--- src/rtl/kcp_pkg.sv ---
package kcp_pkg;
   localparam int BYTE_W = 8;
   localparam int BASE_W = 16;

   localparam logic [7:0] IX_DEVSEL = 8'h07;
   localparam logic [7:0] IX_IDENT  = 8'h20;
   localparam logic [7:0] IX_REVN   = 8'h21;
   localparam logic [7:0] IX_CTL_A  = 8'h22;
   localparam logic [7:0] IX_CTL_B  = 8'h23;
   localparam logic [7:0] IX_CTL_C  = 8'h24;
   localparam logic [7:0] IX_BANK0  = 8'h30;
   localparam logic [7:0] IX_ACT    = 8'h30;
   localparam logic [7:0] IX_BASE_H = 8'h60;
   localparam logic [7:0] IX_BASE_L = 8'h61;
   localparam logic [7:0] IX_IRQ_A  = 8'h70;
   localparam logic [7:0] IX_IRQ_B  = 8'h72;
   localparam logic [7:0] IX_MODE   = 8'hF0;

   typedef enum logic {CFG_LOCKED = 1'b0, CFG_OPEN = 1'b1} cfg_state_t;
endpackage

--- src/rtl/kcp_unlock.sv ---
module kcp_unlock
   import kcp_pkg::*;
#(
   parameter logic [7:0] KEY_ON  = 8'h55,
   parameter logic [7:0] KEY_OFF = 8'hAA
) (
   input  logic       clk,
   input  logic       rst_n,
   input  logic       idx_wr,
   input  logic [7:0] wdata,
   output logic       cfg_on,
   output logic [7:0] index
);
   cfg_state_t state_q;

   if (KEY_ON == KEY_OFF) begin : g_bad_keys
      $error("kcp_unlock: KEY_ON and KEY_OFF must differ");
   end

   always_ff @(posedge clk) begin
      if (!rst_n) begin
         state_q <= CFG_LOCKED;
         index   <= '0;
      end else if (idx_wr) begin
         if (state_q == CFG_LOCKED) begin
            if (wdata == KEY_ON) state_q <= CFG_OPEN;
         end else if (wdata == KEY_OFF) begin
            state_q <= CFG_LOCKED;
         end else begin
            index <= wdata;
         end
      end
   end

   assign cfg_on = (state_q == CFG_OPEN);
endmodule

--- src/rtl/kcp_global_regs.sv ---
module kcp_global_regs
   import kcp_pkg::*;
#(
   parameter logic [7:0] CHIP_ID = 8'h4D,
   parameter logic [7:0] REV     = 8'h01
) (
   input  logic       clk,
   input  logic       rst_n,
   input  logic       wr_en,
   input  logic [7:0] index,
   input  logic [7:0] wdata,
   output logic [7:0] devsel,
   output logic [7:0] rdata
);
   logic [7:0] ctl_a_q, ctl_b_q, ctl_c_q;

   always_ff @(posedge clk) begin
      if (!rst_n) begin
         devsel  <= '0;
         ctl_a_q <= '0;
         ctl_b_q <= '0;
         ctl_c_q <= '0;
      end else if (wr_en) begin
         case (index)
            IX_DEVSEL: devsel  <= wdata;
            IX_CTL_A:  ctl_a_q <= wdata;
            IX_CTL_B:  ctl_b_q <= wdata;
            IX_CTL_C:  ctl_c_q <= wdata;
            default:   ;
         endcase
      end
   end

   always_comb begin
      case (index)
         IX_DEVSEL: rdata = devsel;
         IX_IDENT:  rdata = CHIP_ID;
         IX_REVN:   rdata = REV;
         IX_CTL_A:  rdata = ctl_a_q;
         IX_CTL_B:  rdata = ctl_b_q;
         IX_CTL_C:  rdata = ctl_c_q;
         default:   rdata = '0;
      endcase
   end
endmodule

--- src/rtl/kcp_dev_bank.sv ---
module kcp_dev_bank
   import kcp_pkg::*;
#(
   parameter int IRQ_W = 4
) (
   input  logic              clk,
   input  logic              rst_n,
   input  logic              sel,
   input  logic              wr_en,
   input  logic [7:0]        index,
   input  logic [7:0]        wdata,
   output logic [7:0]        rdata,
   output logic              en,
   output logic [BASE_W-1:0] base,
   output logic [IRQ_W-1:0]  irq_a,
   output logic [IRQ_W-1:0]  irq_b,
   output logic [7:0]        mode
);
   if (IRQ_W < 1 || IRQ_W > BYTE_W) begin : g_bad_irq_w
      $error("kcp_dev_bank: IRQ_W must be 1..8");
   end

   logic bank_wr;
   assign bank_wr = sel && wr_en;

   always_ff @(posedge clk) begin
      if (!rst_n) begin
         en    <= 1'b0;
         base  <= '0;
         irq_a <= '0;
         irq_b <= '0;
         mode  <= '0;
      end else if (bank_wr) begin
         case (index)
            IX_ACT:    en          <= wdata[0];
            IX_BASE_H: base[15:8]  <= wdata;
            IX_BASE_L: base[7:0]   <= wdata;
            IX_IRQ_A:  irq_a       <= wdata[IRQ_W-1:0];
            IX_IRQ_B:  irq_b       <= wdata[IRQ_W-1:0];
            IX_MODE:   mode        <= wdata;
            default:   ;
         endcase
      end
   end

   always_comb begin
      rdata = '0;
      if (sel) begin
         case (index)
            IX_ACT:    rdata = {7'b0, en};
            IX_BASE_H: rdata = base[15:8];
            IX_BASE_L: rdata = base[7:0];
            IX_IRQ_A:  rdata = 8'(irq_a);
            IX_IRQ_B:  rdata = 8'(irq_b);
            IX_MODE:   rdata = mode;
            default:   rdata = '0;
         endcase
      end
   end
endmodule

--- src/rtl/keyed_cfg_port.sv ---
module keyed_cfg_port
   import kcp_pkg::*;
#(
   parameter int                 NUM_DEV = 4,
   parameter logic [NUM_DEV*8-1:0] DEV_IDS = {8'h07, 8'h05, 8'h04, 8'h00},
   parameter int                 IRQ_W   = 4,
   parameter logic [7:0]         CHIP_ID = 8'h4D,
   parameter logic [7:0]         REV     = 8'h01,
   parameter logic [7:0]         KEY_ON  = 8'h55,
   parameter logic [7:0]         KEY_OFF = 8'hAA
) (
   input  logic                      clk,
   input  logic                      rst_n,
   input  logic                      bus_wr,
   input  logic                      bus_rd,
   input  logic                      bus_addr,
   input  logic [7:0]                bus_wdata,
   output logic [7:0]                bus_rdata,
   output logic [NUM_DEV-1:0]        dev_en,
   output logic [NUM_DEV*BASE_W-1:0] dev_base,
   output logic [NUM_DEV*IRQ_W-1:0]  dev_irq_a,
   output logic [NUM_DEV*IRQ_W-1:0]  dev_irq_b,
   output logic [NUM_DEV*8-1:0]      dev_mode
);
   localparam logic ADDR_INDEX = 1'b0;
   localparam logic ADDR_DATA  = 1'b1;

   if (NUM_DEV < 1 || NUM_DEV > 16) begin : g_bad_num_dev
      $error("keyed_cfg_port: NUM_DEV must be 1..16");
   end
   for (genvar i = 0; i < NUM_DEV; i++) begin : g_dup_i
      for (genvar j = i + 1; j < NUM_DEV; j++) begin : g_dup_j
         if (DEV_IDS[i*8 +: 8] == DEV_IDS[j*8 +: 8]) begin : g_dup
            $error("keyed_cfg_port: duplicate device number");
         end
      end
   end

   logic       cfg_on;
   logic [7:0] index;
   logic [7:0] devsel;
   logic [7:0] glb_rdata;
   logic [7:0] bank_rdata;
   logic [7:0] reg_rdata;
   logic       idx_wr, dat_wr, in_bank;
   logic [7:0] bank_rd [NUM_DEV];

   assign idx_wr  = bus_wr && (bus_addr == ADDR_INDEX);
   assign dat_wr  = bus_wr && (bus_addr == ADDR_DATA) && cfg_on;
   assign in_bank = (index >= IX_BANK0);

   kcp_unlock #(.KEY_ON(KEY_ON), .KEY_OFF(KEY_OFF)) u_unlock (
      .clk    (clk),
      .rst_n  (rst_n),
      .idx_wr (idx_wr),
      .wdata  (bus_wdata),
      .cfg_on (cfg_on),
      .index  (index)
   );

   kcp_global_regs #(.CHIP_ID(CHIP_ID), .REV(REV)) u_glb (
      .clk    (clk),
      .rst_n  (rst_n),
      .wr_en  (dat_wr && !in_bank),
      .index  (index),
      .wdata  (bus_wdata),
      .devsel (devsel),
      .rdata  (glb_rdata)
   );

   for (genvar d = 0; d < NUM_DEV; d++) begin : g_bank
      logic hit;
      assign hit = (devsel == DEV_IDS[d*8 +: 8]);
      kcp_dev_bank #(.IRQ_W(IRQ_W)) u_bank (
         .clk   (clk),
         .rst_n (rst_n),
         .sel   (hit),
         .wr_en (dat_wr && in_bank),
         .index (index),
         .wdata (bus_wdata),
         .rdata (bank_rd[d]),
         .en    (dev_en[d]),
         .base  (dev_base[d*BASE_W +: BASE_W]),
         .irq_a (dev_irq_a[d*IRQ_W +: IRQ_W]),
         .irq_b (dev_irq_b[d*IRQ_W +: IRQ_W]),
         .mode  (dev_mode[d*8 +: 8])
      );
   end

   always_comb begin
      bank_rdata = '0;
      for (int d = 0; d < NUM_DEV; d++) bank_rdata = bank_rdata | bank_rd[d];
   end

   assign reg_rdata = in_bank ? bank_rdata : glb_rdata;

   always_ff @(posedge clk) begin
      if (!rst_n) begin
         bus_rdata <= '0;
      end else if (bus_rd) begin
         if (!cfg_on)                     bus_rdata <= 8'hFF;
         else if (bus_addr == ADDR_INDEX) bus_rdata <= index;
         else                             bus_rdata <= reg_rdata;
      end
   end
endmodule

--- config.mk ---
export PLATFORM = sky130hd
export DESIGN_NAME = keyed_cfg_port
export DESIGN_NICKNAME = d
export VERILOG_FILES = /design/src/rtl/kcp_pkg.sv /design/src/rtl/kcp_unlock.sv /design/src/rtl/kcp_global_regs.sv /design/src/rtl/kcp_dev_bank.sv /design/src/rtl/keyed_cfg_port.sv
export SDC_FILE = /design/constraint.sdc
export NUM_CORES = 1
export LEC_CHECK = 0
export BUFFER_PORTS_ARGS = -buffer_cell sky130_fd_sc_hd__buf_2
export CELL_PAD_IN_SITES_DETAIL_PLACEMENT = 0
export CELL_PAD_IN_SITES_GLOBAL_PLACEMENT = 1
export CORE_MARGIN = 2
export CORE_UTILIZATION = 25
export CTS_BUF_LIST = sky130_fd_sc_hd__clkbuf_4 sky130_fd_sc_hd__clkbuf_8 sky130_fd_sc_hd__clkbuf_16
export CTS_CLUSTER_DIAMETER = 80
export DETAILED_ROUTE_END_ITERATION = 6
export PLACE_DENSITY = 0.6
export SLEW_MARGIN = 20
export SYNTH_ARGS = -nofsm -noshare
export SYNTH_HDL_FRONTEND = slang
export SYNTH_HIERARCHICAL = 1
export SYNTH_SLANG_ARGS = --single-unit
--- constraint.sdc ---
create_clock -name clk -period 3.2 [get_ports clk]
set_input_delay 0.32 -clock clk [delete_from_list [all_inputs] [get_ports clk]]
set_output_delay 0.32 -clock clk [all_outputs]
set_load 0.005 [all_outputs]
==> out/results.ini <==
[outcome]
outcome = complete, no violations

[grt]
first_global_vias = 9939
first_pass_grt_wire_length_mm = 65.1
global_route.overflow_total = 0
routing_usage_on_met2_pct = 31.6
grt_start_max_net_pins = 52
gr-usage-met1_pct = 27.3
global_route.usage.total_pct = 19.6
grt_antenna_before_repair = 0
groute.layer.met3.usage_pct = 2.45
grt_busiest_layer = met2

[synthesis]
post-synth-top-area-cell = dfxtp_1
synth_cells = 1250
ys_top_cells_by_count = dfxtp_1 (181), nand2_1 (140), clkbuf_1 (113)
mappedNetlistArea_mm2 = 0.0105
yosys_register_bits = 181
synth-async-reset-ratio_pct = 0
yosys_warnings = 6
synth_ff_type = dfxtp_1
synth.most_common_cell = dfxtp_1
synth-edff-count = 0
syn_area_per_cell_um2 = 8.42
post_syn_nets = 1263
synthDistinctLibCells = 57
synth_area_leaders = dfxtp_1 (34%), mux2i_1 (8.8%), nand4_1 (5.9%)
synth.yosys.seq_area_share_pct = 34.4
synthDominantCellAreaShare_pct = 34.4

[finish]
area.growth.synth_to_final_pct = 18.4
nNetsFinal = 1359
antenna_fix_cells = 0
layout-drive-gt1-share_pct = 21.7
fillers = 4439

[clock_network]
clkLatencyLatePin_ps = 450
cts.htree.levels = 4
cts_repair_resizes = 0
clock-sinks = 181
holdBufCountCts = 0
cts_max_path_buffers = 2
clk_transition_reported_paths_ps = 70
cts.repair_timing.setup_buffer_count = 0
cts_tree = built
clock_tree.root_cell = clkbuf_16
numCtsBuffers = 17

[setup_path]
timing.critical_path.slowest_stage_cell = or4_4
cp_slowest_stage_delay_ps = 580
reg2reg_depth = 7
cell_by_cell_listing_of_the_critical_path = or4_4, nor4b_1, buf_4, nand2_1, buf_4, o41ai_1, a21oi_1
timing.critical_path.required_ps = 3500
worst-path-buf-inv = 2
critical_path_class = flop to flop
r2r-start = u_glb/devsel[5]
path_max_fanout = 15
crit_path_end_kind = flop
regToRegSetupSlack_ps = 450
worst_path_dominant_cell_family = simple AND/OR/NAND/NOR gates
worstReg2RegEnd = g_bank[0].u_bank/base[2]
worst-endpoint-arrival_ps = 3060
timing.critical_path.from_type = flop
cell_type_with_the_highest_occurrence_count_on_the_critical_path = buf_4

[flow_run]
timing.max_cap.violations = 0

[place]
detailedPlacementHpwl_mm = 30.6
globalplace.congestion = 0.830
port-buffer-count = 152

[timing]
min_period_over_period_pct = 86.0
fin_tns_setup_ps = 0
clock_skew_ps = 10.5
finalCriticalPeriod_ps = 2750
setup-violations-final = 0
fmax_mhz = 363
grt_setup_unrepaired = false
timing.slew.headroom_pct = 36.5
hold_violation_total_from_the_final_report = 0
worst_margin_pin_slew_ps = 939
final-max-slew-violation-count = 0

[routing]
postRouteWirelength_mm = 44.4
initialDrtViolationCount = 975
drt_drc_violations_left = 0
post_drt_wl_per_cell_um = 23.4
drt-vias-per-instance = 5.66
drt_first_pass_iters = 5
final_antenna_net_count = 0
num_vias = 10700

[hold_path]
hold_class = input port to flop
hold-path-endpoint = u_unlock/index[2]
min-delay-start = bus_wdata[2]
min_delay_path_depth = 3

[pwr]
powerDensity_mw_per_mm2 = 371
max-vdd-ir-drop_mv = 0.329
p_leak_nw = 4.54
total_power_mw = 4.63

[floorplanning]
coreArea_mm2 = 0.0418
ios = 153
placement_rows = 75
die_area_mm2 = 0.0438
initial_core_util_pct = 25.2
die_x_um = 209
dieHeight_um = 209

through the flow:
| stage | worst slack (ps) | util [%] | cells | hold WS [ps] | area (um2) |
|---|---|---|---|---|---|
| 3_3_place_gp | 493 | 28.4 | 1866 | 445 | 11900 |
| 5_1_grt | 366 | 29.8 | 1898 | 273 | 12500 |
| 6_report | 448 | 29.8 | 1898 | 278 | 12500 |
| 4_1_cts | 470 | 29.8 | 1898 | 256 | 12500 |
| 2_1_floorplan | 646 | - | 1250 | 436 | 10500 |
| 3_5_place_dp | 484 | 28.4 | 1866 | 453 | 11900 |
sequential cells by signal (all words and copies together) (netlist names):
| register | flops |
|---|---|
| bus_rdata | 8 |
| g_bank.u_bank/base | 64 |
| g_bank.u_bank/en | 4 |
| g_bank.u_bank/irq_a | 16 |
| g_bank.u_bank/irq_b | 16 |
| g_bank.u_bank/mode | 32 |
| u_glb/ctl_a_q | 8 |
| u_glb/ctl_b_q | 8 |
| u_glb/ctl_c_q | 8 |
| u_glb/devsel | 8 |
| u_unlock/cfg_on | 1 |
| u_unlock/index | 8 |
report_power, final:
group / switching [mW] / internal (mW) / total (mW)
registers: 0.0112 / 2.26 / 2.27
clock network: 0.994 / 1.18 / 2.18
logic: 0.145 / 0.0382 / 0.183
total: 1.15 / 3.48 / 4.63
cells by family after synthesis:
group | after synthesis | share of synthesized area [%]
DFF | 181 | 34.4
muxes | 97 | 9.27
AOI/OAI and AO/OA | 302 | 19.8
and+or+nand+nor | 528 | 30.7
buffers and inverters | 142 | 5.81
cells in the final DEF (no fill, tap or decap), types with 9 or more instances in the layout:
cell / count
nand4_1: 100
o21ai_0: 19
nor3b_1: 20
or3_1: 9
nand2_1: 140
o31a_1: 12
or3b_2: 12
a21oi_1: 104
a211oi_1: 16
a221oi_1: 16
nand3b_1: 24
o41ai_1: 32
nor4_1: 9
buf_2: 151
nor3_1: 16
o31ai_1: 64
clkbuf_16: 17
mux2i_1: 93
buf_4: 57
nand3_1: 48
dfxtp_1: 175
and3_1: 38
nor2b_1: 13
nor4b_1: 9
nand2b_1: 18
per-layer routing:
layer  part of all wire (%)  up-vias
met4                    2.2        0
met3                    5.1       49
met5                      0        -
li1                       -     5019
met1                     46     5315
met2                     46      357
worst min-delay path, cell delays in order:
cell	delay, ps
buf_2	200
nand2_1	90
mux2i_1	60
worst max path at each step:
stage                           start                       end  slack [ps]  cells past startpoint
floorplan           u_unlock/index[7]              bus_rdata[0]         650                      7
global placement      u_glb/devsel[5]  g_bank[0].u_bank/base[5]         490                      7
detailed placement    u_glb/devsel[5]  g_bank[0].u_bank/base[2]         480                      7
CTS                   u_glb/devsel[5]  g_bank[0].u_bank/base[2]         470                      7
global route        u_unlock/index[1]              bus_rdata[3]         370                      7
finish                u_glb/devsel[5]  g_bank[0].u_bank/base[2]         450                      7
layout make-up:
type,count,area (um2),area share (%)
multi-input combinational,927,6290,50.5
clock inverter,14,149,1.19
sequential,181,3640,29.2
tap,539,674,5.41
inverter,8,30.0,0.241
timing repair buffer,211,1240,9.98
clock buffer,18,439,3.52
Power figures use the tool's default switching activity.
